## src/rtl/uwire_pkg.sv

```systemverilog
package uwire_pkg;

   typedef enum logic [2:0] {
      CMD_READ  = 3'd0,
      CMD_WREN  = 3'd1,
      CMD_WRITE = 3'd2,
      CMD_WRDIS = 3'd3,
      CMD_ERASE = 3'd4,
      CMD_PROBE = 3'd5
   } uw_cmd_e;

   typedef enum logic [2:0] {
      S_IDLE, S_CSUP, S_LO, S_HI, S_END, S_PGAP, S_POLL, S_GAP
   } uw_state_e;

   // start bit included as the leading 1
   localparam logic [2:0] OPC_READ  = 3'b110;
   localparam logic [2:0] OPC_WRITE = 3'b101;
   localparam logic [2:0] OPC_ERASE = 3'b111;
   localparam logic [2:0] OPC_MODE  = 3'b100;

endpackage

```

## src/rtl/uwire_tick.sv

```systemverilog
module uwire_tick #(
   parameter int HALF_CYC = 4
) (
   input  logic clk,
   input  logic rst_n,
   input  logic restart,
   output logic tick
);
   localparam int CW = (HALF_CYC < 2) ? 1 : $clog2(HALF_CYC);
   localparam logic [CW-1:0] LAST = CW'(HALF_CYC - 1);
   localparam bit POW2 = ((HALF_CYC & (HALF_CYC - 1)) == 0);

   logic [CW-1:0] cnt;

   if (HALF_CYC < 2) begin : g_bad_half
      $error("uwire_tick: HALF_CYC must be at least 2");
   end

   if (POW2) begin : g_wrap
      // natural wrap of the counter, no terminal compare in the next-state path
      always_ff @(posedge clk) begin
         if (!rst_n || restart) cnt <= '0;
         else                   cnt <= cnt + 1'b1;
      end
   end else begin : g_cmp
      always_ff @(posedge clk) begin
         if (!rst_n || restart || cnt == LAST) cnt <= '0;
         else                                  cnt <= cnt + 1'b1;
      end
   end

   assign tick = (cnt == LAST) && !restart;
endmodule

```

## src/rtl/uwire_pollcnt.sv

```systemverilog
module uwire_pollcnt #(
   parameter int LIMIT = 10000
) (
   input  logic clk,
   input  logic rst_n,
   input  logic clear,
   input  logic step,
   output logic last
);
   localparam int PW = $clog2(LIMIT + 1);
   localparam logic [PW-1:0] LAST_V = PW'(LIMIT - 1);

   logic [PW-1:0] cnt;

   if (LIMIT < 1) begin : g_bad_limit
      $error("uwire_pollcnt: LIMIT must be at least 1");
   end

   always_ff @(posedge clk) begin
      if (!rst_n || clear) cnt <= '0;
      else if (step)       cnt <= cnt + 1'b1;
   end

   assign last = (cnt == LAST_V);
endmodule

```

## src/rtl/uwire_frame.sv

```systemverilog
module uwire_frame
   import uwire_pkg::*;
#(
   parameter int WIDE_AW   = 8,
   parameter int NARROW_AW = 6,
   parameter int DATA_W    = 16,
   parameter int FW        = 5 + WIDE_AW + DATA_W,
   parameter int LW        = $clog2(FW + 1)
) (
   input  logic [2:0]         cmd,
   input  logic [WIDE_AW-1:0] addr,
   input  logic [DATA_W-1:0]  wdata,
   input  logic               wide,
   output logic [FW-1:0]      vec,
   output logic [LW-1:0]      len,
   output logic               legal
);
   localparam logic [LW-1:0]      L_TOP = LW'(FW - 3);
   localparam logic [LW-1:0]      L_DAT = LW'(DATA_W);
   localparam logic [WIDE_AW-1:0] NMASK = {{(WIDE_AW-NARROW_AW){1'b0}}, {NARROW_AW{1'b1}}};
   localparam logic [FW-1:0]      PROBE_VEC = {2'b00, OPC_READ, {WIDE_AW{1'b1}}, {DATA_W{1'b0}}};

   logic [LW-1:0] aw, sh_a, sh_d;
   logic [FW-1:0] a_fld, d_fld;
   logic [2:0]    opc;
   logic          with_data;

   always_comb begin
      aw        = wide ? LW'(WIDE_AW) : LW'(NARROW_AW);
      sh_a      = L_TOP - aw;
      sh_d      = sh_a - L_DAT;
      a_fld     = FW'(wide ? addr : (addr & NMASK));
      d_fld     = FW'(wdata);
      opc       = OPC_READ;
      with_data = 1'b0;
      legal     = 1'b1;
      case (cmd)
         CMD_READ:  begin opc = OPC_READ;  with_data = 1'b1; d_fld = '0; end
         CMD_WREN:  begin opc = OPC_MODE;  a_fld = FW'(2'b11) << (aw - LW'(2)); end
         CMD_WRDIS: begin opc = OPC_MODE;  a_fld = '0; end
         CMD_WRITE: begin opc = OPC_WRITE; with_data = 1'b1; end
         CMD_ERASE: opc = OPC_ERASE;
         CMD_PROBE: opc = OPC_READ;
         default:   legal = 1'b0;
      endcase
      if (!with_data) d_fld = '0;
      vec = (FW'(opc) << L_TOP) | (a_fld << sh_a) | (d_fld << sh_d);
      len = LW'(3) + aw + (with_data ? L_DAT : '0);
      if (cmd == CMD_PROBE) begin
         vec = PROBE_VEC;
         len = LW'(FW);
      end
   end
endmodule

```

## src/rtl/uwire_eeprom_ctrl.sv

```systemverilog
module uwire_eeprom_ctrl
   import uwire_pkg::*;
#(
   parameter int HALF_CYC   = 4,
   parameter int POLL_LIMIT = 10000,
   parameter int WIDE_AW    = 8,
   parameter int NARROW_AW  = 6,
   parameter int DATA_W     = 16
) (
   input  logic               clk,
   input  logic               rst_n,
   input  logic               cmd_valid,
   input  logic [2:0]         cmd_op,
   input  logic [WIDE_AW-1:0] cmd_addr,
   input  logic [DATA_W-1:0]  cmd_wdata,
   output logic               busy,
   output logic               done,
   output logic [DATA_W-1:0]  rdata,
   output logic               addr_wide,
   output logic               timeout,
   output logic               ee_cs,
   output logic               ee_sk,
   output logic               ee_di,
   input  logic               ee_do
);
   localparam int FW      = 5 + WIDE_AW + DATA_W;
   localparam int LW      = $clog2(FW + 1);
   localparam int DET_BIT = FW - 1 - (4 + NARROW_AW);

   if (NARROW_AW < 2 || NARROW_AW >= WIDE_AW) begin : g_bad_aw
      $error("uwire_eeprom_ctrl: need 2 <= NARROW_AW < WIDE_AW");
   end
   if (DATA_W < 1) begin : g_bad_dw
      $error("uwire_eeprom_ctrl: DATA_W must be positive");
   end

   uw_state_e     st;
   uw_cmd_e       cur;
   logic [FW-1:0] tx_sr, rx_sr, f_vec;
   logic [LW-1:0] bits_left, f_len;
   logic          f_legal, accept, tick, p_last;

   assign accept = cmd_valid && (st == S_IDLE) && f_legal;
   assign busy   = (st != S_IDLE);

   uwire_frame #(.WIDE_AW(WIDE_AW), .NARROW_AW(NARROW_AW), .DATA_W(DATA_W),
                 .FW(FW), .LW(LW)) u_frame (
      .cmd(cmd_op), .addr(cmd_addr), .wdata(cmd_wdata), .wide(addr_wide),
      .vec(f_vec), .len(f_len), .legal(f_legal));

   uwire_tick #(.HALF_CYC(HALF_CYC)) u_tick (
      .clk(clk), .rst_n(rst_n), .restart(accept), .tick(tick));

   uwire_pollcnt #(.LIMIT(POLL_LIMIT)) u_poll (
      .clk(clk), .rst_n(rst_n), .clear(st == S_PGAP),
      .step(st == S_POLL && tick), .last(p_last));

   always_ff @(posedge clk) begin
      if (!rst_n) begin
         st        <= S_IDLE;
         cur       <= CMD_READ;
         tx_sr     <= '0;
         rx_sr     <= '0;
         bits_left <= '0;
         done      <= 1'b0;
         rdata     <= '0;
         addr_wide <= 1'b0;
         timeout   <= 1'b0;
         ee_cs     <= 1'b0;
         ee_sk     <= 1'b0;
         ee_di     <= 1'b0;
      end else begin
         done <= 1'b0;
         case (st)
            S_IDLE: if (accept) begin
               st        <= S_CSUP;
               cur       <= uw_cmd_e'(cmd_op);
               tx_sr     <= f_vec;
               bits_left <= f_len;
               rx_sr     <= '0;
               timeout   <= 1'b0;
               ee_cs     <= 1'b1;
            end
            S_CSUP: if (tick) begin
               ee_di <= tx_sr[FW-1];
               tx_sr <= tx_sr << 1;
               st    <= S_LO;
            end
            S_LO: if (tick) begin
               ee_sk <= 1'b1;
               st    <= S_HI;
            end
            S_HI: if (tick) begin
               ee_sk     <= 1'b0;
               rx_sr     <= {rx_sr[FW-2:0], ee_do};
               bits_left <= bits_left - 1'b1;
               if (bits_left == LW'(1)) begin
                  ee_di <= 1'b0;
                  st    <= S_END;
               end else begin
                  ee_di <= tx_sr[FW-1];
                  tx_sr <= tx_sr << 1;
                  st    <= S_LO;
               end
            end
            S_END: if (tick) begin
               ee_cs <= 1'b0;
               st    <= (cur == CMD_WRITE) ? S_PGAP : S_GAP;
            end
            S_PGAP: if (tick) begin
               ee_cs <= 1'b1;
               st    <= S_POLL;
            end
            S_POLL: if (tick && (ee_do || p_last)) begin
               ee_cs   <= 1'b0;
               timeout <= !ee_do;
               st      <= S_GAP;
            end
            S_GAP: if (tick) begin
               done <= 1'b1;
               st   <= S_IDLE;
               if (cur == CMD_READ)  rdata     <= rx_sr[DATA_W-1:0];
               if (cur == CMD_PROBE) addr_wide <= rx_sr[DET_BIT];
            end
            default: st <= S_IDLE;
         endcase
      end
   end
endmodule

```

## config.mk

```make
export PLATFORM = sky130hd
export DESIGN_NAME = uwire_eeprom_ctrl
export DESIGN_NICKNAME = d
export VERILOG_FILES = /design/src/rtl/uwire_pkg.sv /design/src/rtl/uwire_tick.sv /design/src/rtl/uwire_pollcnt.sv /design/src/rtl/uwire_frame.sv /design/src/rtl/uwire_eeprom_ctrl.sv
export SDC_FILE = /design/constraint.sdc
export NUM_CORES = 1
export LEC_CHECK = 0
export BUFFER_PORTS_ARGS = -buffer_cell sky130_fd_sc_hd__buf_2
export CORE_MARGIN = 2
export CORE_UTILIZATION = 34
export DETAILED_ROUTE_END_ITERATION = 16
export SLEW_MARGIN = 10
export SYNTH_ARGS = -nofsm -noshare
export SYNTH_HDL_FRONTEND = slang
export SYNTH_HIERARCHICAL = 1
export SYNTH_SLANG_ARGS = --single-unit
```

## constraint.sdc

```tcl
create_clock -name clk -period 3.3 [get_ports clk]
set_input_delay 0.165 -clock clk [delete_from_list [all_inputs] [get_ports clk]]
set_output_delay 0.165 -clock clk [all_outputs]
set_load 0.01 [all_outputs]
```

==> out/metrics.yaml, run 1 <==
synth:
  yosysWarnings: 6
  synth.distinct_cells: 63
  syn_area_mm2: 0.004960
  ys.flop_type: "dfxtp_1"
  ys_seq_area_share_pct: 39.15
  synthArstFlopShare_pct: 0
  ys_ff_latch: 97
  synth_edf_count: 0
  synth_cells: 550
  synth_area_per_cell_um2: 9.018
clock_tree:
  clk_pin_slew_ns: 0.07
  cts_resized: 0
  cts_hold_buf: 0
  root_buffer: "clkbuf_16"
  cts-htree-levels: 3
  cts_tree: "done"
  post_cts_buffers: 0
  cts_buffer_depth: 2
  cts_inserted_buffers: 9
  clk_latency_ns: 0.35
  clock-sinks: 97
place:
  dpl.hpwl_um: 7266
  port_buffers: 53
  gp_congestion: 0.7935
layout:
  fin_util_pct: 38.82
  nNetsFinal: 615
  area_growth_pct: 12.46
  layout-drive-gt1-share_pct: 18.12
  antenna_cells: 0
floorplanning:
  row_count: 44
  chipWidth_um: 124.8
  coreArea_mm2: 0.01437
  dieArea_mm2: 0.01557
  start_util_pct: 34.52
  die_h_um: 124.8
  num_io_pins: 54
route:
  drtPass1Iterations: 4
  wl_per_cell_um: 14.00
  vias: 3981
  vias_per_cell: 5.177
  initialDrtViolationCount: 208
  final_antenna_net_count: 0
  routed_wl_um: 10770
  route.detailed.drc: 0
setup_path:
  start_kind: "register"
  slowest_stage: "a21oi_1"
  worstSetupEndpointType: "register"
  worstSetupPathType: "register to register"
  worst-path-max-fanout: 14
  reg2reg_slack_ns: 0.80
  cp-endpoint: "rx_sr[11]"
  rr_worst_depth: 9
  reg2reg_from: "st[1]"
  cp.required_ns: 3.58
  max_stage_delay_ns: 0.64
  critPathLaunch: "st[1]"
  r2r_end: "rx_sr[11]"
  path_cells: "or3_1, nor2_4, nor2b_1, buf_4, nand3_1, a21oi_1, buf_4, nand3_1, a21oi_1"
  worstPathArrival_ns: 2.78
sta:
  final_max_slew_viol_count: 0
  tightest_slew_ns: 0.7575
  rsz0062_at_grt: "false"
  hold_violations: 0
  period_needed_ns: 2.501
  fin_crit_sh_pct: 75.80
  setup_tns_ns: 0
  fmax_mhz: 399.8
  slew_headroom_pct: 49.50
  setup_viol: 0
  clock_skew_ns: 0.01027
power:
  powerDensity_mw_per_mm2: 483.3
  vdd_drop_max_uv: 284.1
  p_leak_nw: 1.953
grt:
  grt.total_usage_pct: 13.94
  grt_pass1_wl_um: 17950
  antenna_found_initial: 0
  grt_pass1_vias: 3716
  grt_max_degree: 49
  grt-ovfl-total: 0
flow_run:
  drv_cap: 0
min_path:
  hold_path.class: "input pin to register"
  min-delay-start: "ee_do"
status:
  outcome: "completed"
-- worst min-delay path by stage --
stage / endpoint / slack, ns / cells past startpoint
floorplan: bits_left[0] / 0.30 / 1
global placement: u_tick/cnt[0] / 0.41 / 1
detailed placement: u_tick/cnt[0] / 0.42 / 1
CTS: rx_sr[0] / 0.12 / 3
global route: rx_sr[0] / 0.14 / 3
finish: rx_sr[0] / 0.13 / 3
-- per-layer routing --
layer	vias to the layer above	part of all wire [%]	track usage [%]	wire, µm
li1	2030	-	-	-
met1	1865	49	18.76	5277
met2	80	46	21.63	4914
met3	6	4.4	3.265	474
met4	0	0.93	5.354	100
met5	-	0	0	0
-- layout by cell type (no fill, tap or decap), types with 8 or more instances in the layout --
cell       instances
nand2_1           39
nor2_1            46
mux2i_1           75
inv_1              8
clkbuf_16          9
a21oi_1           40
buf_2             53
o21ai_0           14
a211oi_1          19
nor3_1            31
buf_4             14
a211oi_2          10
nand3_1           24
dfxtp_1           96
-- layout make-up --
cell class              instances  area, µm²
multi-input cells             396       2695
well taps                     184      230.2
flip-flops and latches         97       1943
inverters                       9      33.78
fillers                      1447       8791
clock buffers                  11      242.7
repair buffers                 67      370.4
clock inverters                 5      62.56
-- state kept, by name (all words and copies together), names as in the netlist --
| register | cells |
|---|---|
| ee_di | 1 |
| u_tick/cnt | 2 |
| cur | 3 |
| rdata | 16 |
| bits_left | 5 |
| addr_wide | 1 |
| timeout | 1 |
| u_poll/cnt | 14 |
| rx_sr | 19 |
| st | 3 |
| ee_sk | 1 |
| tx_sr | 29 |
| ee_cs | 1 |
| done | 1 |
-- metrics by stage --
stage                     cell area [µm²]  hold slack, ns  power, W  worst slack (ns)  instances
after global routing                 5578          0.1406  0.002826            0.5197        769
after floorplan                      4967          0.2962  0.001581            0.5803        552
after CTS                            5578          0.1206  0.002743            0.8544        769
after global placement               5273          0.4126  0.001650            0.8129        753
final                                5578          0.1295  0.002696            0.7985        769
after detailed placement             5273          0.4203  0.001662            0.7354        753
-- worst max-delay path: cells and delay by family (launching register included) --
family	cells	cell delay (ns)
flops	1	0.33
compound gates	2	0.80
simple gates	5	0.74
buf+inv	2	0.54
-- cell usage after synthesis (all sizes together), types with 7 or more instances --
| cell | count | area, µm² |
|---|---|---|
| a211oi | 29 | 267.8 |
| a21oi | 41 | 205.2 |
| buf | 37 | 251.5 |
| clkbuf | 13 | 48.80 |
| dfxtp | 97 | 1942 |
| inv | 9 | 33.78 |
| mux2i | 75 | 750.7 |
| nand2 | 39 | 146.4 |
| nand3 | 24 | 120.1 |
| nand4 | 7 | 71.31 |
| nor2 | 47 | 183.9 |
| nor3 | 31 | 155.2 |
| o21ai | 16 | 80.08 |
-- power by group --
part / switching [W] / internal [W] / total, W / leakage, nW
clock network: 0.000448 / 0.000612 / 0.00106 / 0.142
logic: 0.000223 / 0.000153 / 0.000375 / 1.02
registers: 0.0000333 / 0.00123 / 0.00126 / 0.789
total: 0.000705 / 0.00199 / 0.00270 / 1.95
-- cell families after synthesis --
logic type	count (synthesis)	synth area share (%)
and+or+nand+nor	197	21.65
AOI/OAI and AO/OA	111	15.24
DFF	97	39.15
muxes	76	15.36
buffers and inverters	59	6.735
adders and majority gates	4	1.009
xor gates and xnor gates	4	0.7065
other	2	0.1514
No activity file was read; power rests on OpenSTA's default activity.
==> run 2: changes to the inputs <==
==> constraint.sdc (replaced) <==
create_clock -name clk -period 2.35 [get_ports clk]
set_input_delay 0.1175 -clock clk [delete_from_list [all_inputs] [get_ports clk]]
set_output_delay 0.1175 -clock clk [all_outputs]
set_load 0.01 [all_outputs]
==> out/metrics.yaml, run 2 (synthesized netlist as in run 1, its figures left out) <==
status:
  outcome: "completed"
clock_tree:
  post_cts_buffers: 0  # unchanged
  cts_tree: "done"
  cts-htree-levels: 3  # unchanged
  clk_pin_slew_ns: 0.07  # about the same
  cts_buffer_depth: 2  # unchanged
  clk_latency_ns: 0.34  # about the same
  clock-sinks: 97  # unchanged
  cts_inserted_buffers: 9  # unchanged
  root_buffer: "clkbuf_16"
power:
  power_switching_w: 0.0009870  # +40%
  finalPower_w: 0.003662  # +36%
  seqPwrFrac_pct: 48.4  # +1.7 points
  p_leak_nw: 1.979  # +1.3%
  p_clk_share_pct: 36.4  # -2.9 points
  vdd_drop_max_uv: 287.9  # +1.3%
  power_frac_comb_pct: 15.2  # +1.3 points
  p_int_w: 0.002675  # +34%
  switching_share_pct: 26.95  # +0.81 points
  powerDensity_mw_per_mm2: 648.6  # +34%
setup_path:
  r2r_end: "u_poll/cnt[11]"
  max_stage_delay_ns: 0.54  # -0.10 ns
  worstSetupPathType: "register to register"
  worst-path-max-fanout: 11  # -3
  reg2reg_from: "u_tick/cnt[0]"
  worstPathArrival_ns: 2.37  # -0.41 ns
  cp.required_ns: 2.62  # -0.96 ns
  critPathLaunch: "u_tick/cnt[0]"
  reg2reg_slack_ns: 0.25  # -0.55 ns
  path_cells: "ha_1, nor2b_4, nand2_1, nor3b_2, nand4_4, or4_1, a21oi_1"
  start_kind: "register"
  worstSetupEndpointType: "register"
  rr_worst_depth: 7  # -2
  slowest_stage: "or4_1"
min_path:
  hold_end: "rx_sr[0]"
  min-delay-start: "ee_do"
  hold_path.class: "input pin to register"
  hold_path_depth: 3  # unchanged
sta:
  period_needed_ns: 2.100  # -0.4016 ns
  clock_skew_ns: 0.007306  # -0.002969 ns
  fmax_mhz: 476.2  # +19%
  setup_tns_ns: 0  # unchanged
  setup_viol: 0  # unchanged
  final_max_slew_viol_count: 0  # unchanged
  slew_headroom_pct: 57.02  # +7.5 points
  fin_crit_sh_pct: 89.36  # +14 points
  hold_violations: 0  # unchanged
  tightest_slew_ns: 0.6438  # -0.1137 ns
  rsz0062_at_grt: "false"
floorplanning:
  num_io_pins: 54  # unchanged
  dieArea_mm2: 0.01557  # unchanged
  die_h_um: 124.8  # unchanged
  start_util_pct: 34.52  # unchanged
  chipWidth_um: 124.8  # unchanged
  coreArea_mm2: 0.01437  # unchanged
  row_count: 44  # unchanged
layout:
  antenna_cells: 0  # unchanged
  final_common_cell: "dfxtp_1"
  largest-register: "tx_sr"
  final-instance-count-excl-fill: 773  # +0.52%
  layout-drive-gt1-share_pct: 19.35  # +1.2 points
  area_growth_pct: 13.85
  layout_common_cells: "dfxtp_1 (95), mux2i_1 (75), buf_2 (53)"
  postLayoutCellArea_mm2: 0.005647  # +1.2%
  largest_register_ffs: 29  # unchanged
  nNetsFinal: 620  # +0.81%
  top_regs: "tx_sr x29, rx_sr x19, rdata x16"
grt:
  grt_max_degree: 60  # +22%
  grt_pass1_vias: 3932  # +5.8%
  antenna_found_initial: 0  # unchanged
  grt.total_usage_pct: 14.31  # +0.38 points
  grt_pass1_wl_um: 18670  # +4.0%
  grt-ovfl-total: 0  # unchanged
place:
  dp.cells: 758  # +0.66%
  gp_congestion: 0.8004  # +0.87%
  port_buffers: 53  # unchanged
  dpl_cell_area_mm2: 0.005369  # +1.8%
  dpl.hpwl_um: 7486  # +3.0%
route:
  vias_per_cell: 5.257  # +1.6%
  vias: 4064  # +2.1%
  initialDrtViolationCount: 190  # -8.7%
  route.detailed.drc: 0  # unchanged
  routed_wl_um: 11060  # +2.8%
  wl_per_cell_um: 14.31  # +2.2%
  drtPass1Iterations: 4  # unchanged
  final_antenna_net_count: 0  # unchanged
flow_run:
  drv_cap: 0  # unchanged
-- run 2: power by group through the flow --
stage / sequential (W) / clock [W] / combinational (W)
after floorplan: 0.00180 / 0 / 0.000431
after global placement: 0.00180 / 0 / 0.000545
after detailed placement: 0.00181 / 0 / 0.000560
after CTS: 0.00177 / 0.00138 / 0.000562
after global routing: 0.00178 / 0.00144 / 0.000613
final: 0.00177 / 0.00133 / 0.000557
-- run 2: cell type report --
cell class	count	area, µm²
flip-flops and latches	97	1947
clock buffers	11	232.7
fillers	1422	8722
inverters	9	33.78
repair buffers	72	445.4
multi-input cells	396	2728
well taps	184	230.2
clock inverters	4	30.03
-- run 2: repair_timing --
item	4_1_cts	5_1_grt
setup endpoints to repair	0	2
hold buffers	0	0
resized for setup	0	2
-- run 2: critical path, delay by kind of cell (launching register included) --
family,cells,cell delay [ns]
flip-flops,1,0.34
adder cells (fa/ha/maj),1,0.17
AND/OR/NAND/NOR,5,1.38
AO/OA/AOI/OAI,1,0.15
-- run 2: worst max path at each step --
stage / to / slack [ns] / depth (start not counted)
floorplan: u_poll/cnt[11] / 0.01 / 12
global placement: u_poll/cnt[9] / 0.29 / 10
detailed placement: u_poll/cnt[9] / 0.21 / 10
CTS: u_poll/cnt[9] / 0.21 / 7
global route: u_poll/cnt[9] / 0.04 / 7
finish: u_poll/cnt[11] / 0.25 / 7
-- run 2: layer usage --
metal  wire, µm  global-route usage, %  share of wire, %  vias to the layer above
met5          0                      0                 0                        -
met4        159                  5.948               1.4                        0
met3        208                  1.933               1.9                       12
met2       5454                  24.46                49                       43
met1       5241                  18.12                47                     1966
li1           -                      -                 -                     2043
-- run 2: per-stage QoR --
stage / worst slack [ns] / util, % / hold slack (ns)
floorplan: 0.01001 / - / 0.2459
global placement: 0.2946 / 37.36 / 0.4113
detailed placement: 0.2139 / 37.36 / 0.4201
CTS: 0.2134 / 39.19 / 0.07469
global route: 0.03700 / 39.30 / 0.1009
finish: 0.2501 / 39.30 / 0.07933
==> run 3: changes to the inputs <==
--- a/config.mk
+++ b/config.mk
@@ -5,10 +5,10 @@
 export SDC_FILE = /design/constraint.sdc
 export NUM_CORES = 1
 export LEC_CHECK = 0
-export BUFFER_PORTS_ARGS = -buffer_cell sky130_fd_sc_hd__buf_2
 export CORE_MARGIN = 2
 export CORE_UTILIZATION = 34
 export DETAILED_ROUTE_END_ITERATION = 16
+export DONT_BUFFER_PORTS = 1
 export SLEW_MARGIN = 10
 export SYNTH_ARGS = -nofsm -noshare
 export SYNTH_HDL_FRONTEND = slang
==> out/metrics.yaml, run 3 (synthesized netlist as in run 1, its figures left out) <==
route:
  routed_wl_um: 10860  # -1.8%
  route.detailed.drc: 0  # unchanged
  final_antenna_net_count: 0  # unchanged
  wl_per_cell_um: 14.90  # +4.1%
  drtPass1Iterations: 4  # unchanged
  vias: 3889  # -4.3%
  initialDrtViolationCount: 191  # +0.53%
  vias_per_cell: 5.335  # +1.5%
floorplanning:
  chipWidth_um: 124.8  # unchanged
  die_h_um: 124.8  # unchanged
  coreArea_mm2: 0.01437  # unchanged
  dieArea_mm2: 0.01557  # unchanged
  row_count: 44  # unchanged
  start_util_pct: 34.52  # unchanged
  num_io_pins: 54  # unchanged
power:
  p_leak_nw: 1.782  # -10%
  powerDensity_mw_per_mm2: 703.9  # +8.5%
  power_frac_comb_pct: 13.2  # -2.0 points
  p_int_w: 0.002818  # +5.3%
  switching_share_pct: 26.68  # -0.27 points
  p_clk_share_pct: 40.6  # +4.2 points
  seqPwrFrac_pct: 46.2  # -2.2 points
  finalPower_w: 0.003844  # +5.0%
  vdd_drop_max_uv: 413.5  # +44%
  power_switching_w: 0.001025  # +3.9%
clock_tree:
  clk_latency_ns: 0.34  # about the same
  post_cts_buffers: 0  # unchanged
  cts_inserted_buffers: 9  # unchanged
  cts_buffer_depth: 2  # unchanged
  clk_pin_slew_ns: 0.07  # about the same
  root_buffer: "clkbuf_16"
  cts_tree: "done"
  cts_hold_buf: 5  # +5
  cts-htree-levels: 3  # unchanged
  clock-sinks: 97  # unchanged
  cts_resized: 0  # unchanged
grt:
  grt_pass1_vias: 3797  # -3.4%
  antenna_found_initial: 0  # unchanged
  grt_max_degree: 46  # -23%
  grt-ovfl-total: 0  # unchanged
  grt.total_usage_pct: 13.92  # -0.40 points
  grt_pass1_wl_um: 18210  # -2.5%
layout:
  top_regs: "tx_sr x29, rx_sr x19, rdata x16"
  layout-drive-gt1-share_pct: 12.11  # -7.2 points
  area_growth_pct: 10.09
  antenna_cells: 0  # unchanged
  largest-register: "tx_sr"
  final_common_cell: "dfxtp_1"
  layout_common_cells: "dfxtp_1 (95), mux2i_1 (75), nor2_1 (46)"
  largest_register_ffs: 29  # unchanged
  nNetsFinal: 575  # -7.3%
  postLayoutCellArea_mm2: 0.005460  # -3.3%
setup_path:
  path_delay_family: "simple AND/OR/NAND/NOR gates"
  worstSetupPathType: "register to register"
  crit_top_cell: "buf_4"
  worst-path-max-fanout: 11  # unchanged
  worstSetupEndpointType: "register"
  worstPathArrival_ns: 2.35  # -0.02 ns
  max_stage_delay_ns: 0.40  # -0.14 ns
  start_kind: "register"
  cp.required_ns: 2.62  # about the same
  reg2reg_slack_ns: 0.27  # +0.02 ns
  path_buf_inv: 2  # +2
  slowest_stage: "or3_4"
  path_cells: "or3_4, nor2_4, nor2b_4, buf_4, nand3_1, a21o_1, buf_4, nand2_1, a21oi_1"
sta:
  rsz0062_at_grt: "false"
  period_needed_ns: 2.083  # -0.01734 ns
  clock_skew_ns: 0.005573  # -0.001733 ns
  setup_viol: 0  # unchanged
  fmax_mhz: 480.2  # +0.83%
  fin_crit_sh_pct: 88.62  # -0.74 points
  hold_violations: 0  # unchanged
  final_max_slew_viol_count: 0  # unchanged
  setup_tns_ns: 0  # unchanged
place:
  port_buffers: 0  # -100%
  gp_congestion: 0.7956  # -0.60%
  dpl_cell_area_mm2: 0.005089  # -5.2%
  dpl.hpwl_um: 7271  # -2.9%
status:
  outcome: "completed"
min_path:
  hold_path.class: "input pin to register"
flow_run:
  drv_cap: 0  # unchanged
[run 3: cell types whose count changed in the layout (fill, tap and decap cells not counted), moves of 2 or more]
cell and delta:
buf_12 -3, buf_2 -53, buf_4 +6, clkbuf_1 -2, dlygate4sd3_1 +5, inv_6 +2
[run 3: cell type report]
class	count	area [µm²]
inverter	9	33.78
multi-input combinational	396	2713
fill	1433	8909
clock inverter	6	82.58
tap	184	230.2
clock buffer	10	239.0
timing repair buffer	27	215.2
sequential	97	1947
[run 3: final timing paths]
check                startpoint            end  cells past startpoint
hold reg to reg   u_tick/cnt[0]  u_tick/cnt[0]                      1
hold / removal            rst_n  u_poll/cnt[7]                      2
setup / recovery          st[1]      rx_sr[13]                      9
setup reg to reg          st[1]      rx_sr[13]                      9
[run 3: power groups by stage]
stage	registers, W	clock network [W]	logic, W
4_1_cts	0.00177	0.00159	0.000511
2_1_floorplan	0.00180	0	0.000431
5_1_grt	0.00178	0.00166	0.000560
3_5_place_dp	0.00181	0	0.000499
6_report	0.00178	0.00156	0.000508
3_3_place_gp	0.00181	0	0.000484
[run 3: through the flow]
| step | utilization, % | std cells | hold WS [ns] | worst slack [ns] |
|---|---|---|---|---|
| 2_1_floorplan | - | 552 | 0.2459 | 0.01001 |
| 3_3_place_gp | 35.41 | 708 | 0.2570 | 0.3372 |
| 3_5_place_dp | 35.41 | 708 | 0.2615 | 0.2559 |
| 4_1_cts | 38.00 | 729 | 0.1023 | 0.2443 |
| 5_1_grt | 38.00 | 729 | 0.1278 | 0.1064 |
| 6_report | 38.00 | 729 | 0.1157 | 0.2675 |
[run 3: routing by layer]
metal / track usage, % / vias to the layer above / wire [µm]
met5: 0 / - / 0
met4: 5.288 / 0 / 238
met2: 23.11 / 57 / 5215
li1: - / 1963 / -
met1: 17.65 / 1853 / 4992
met3: 3.050 / 16 / 416
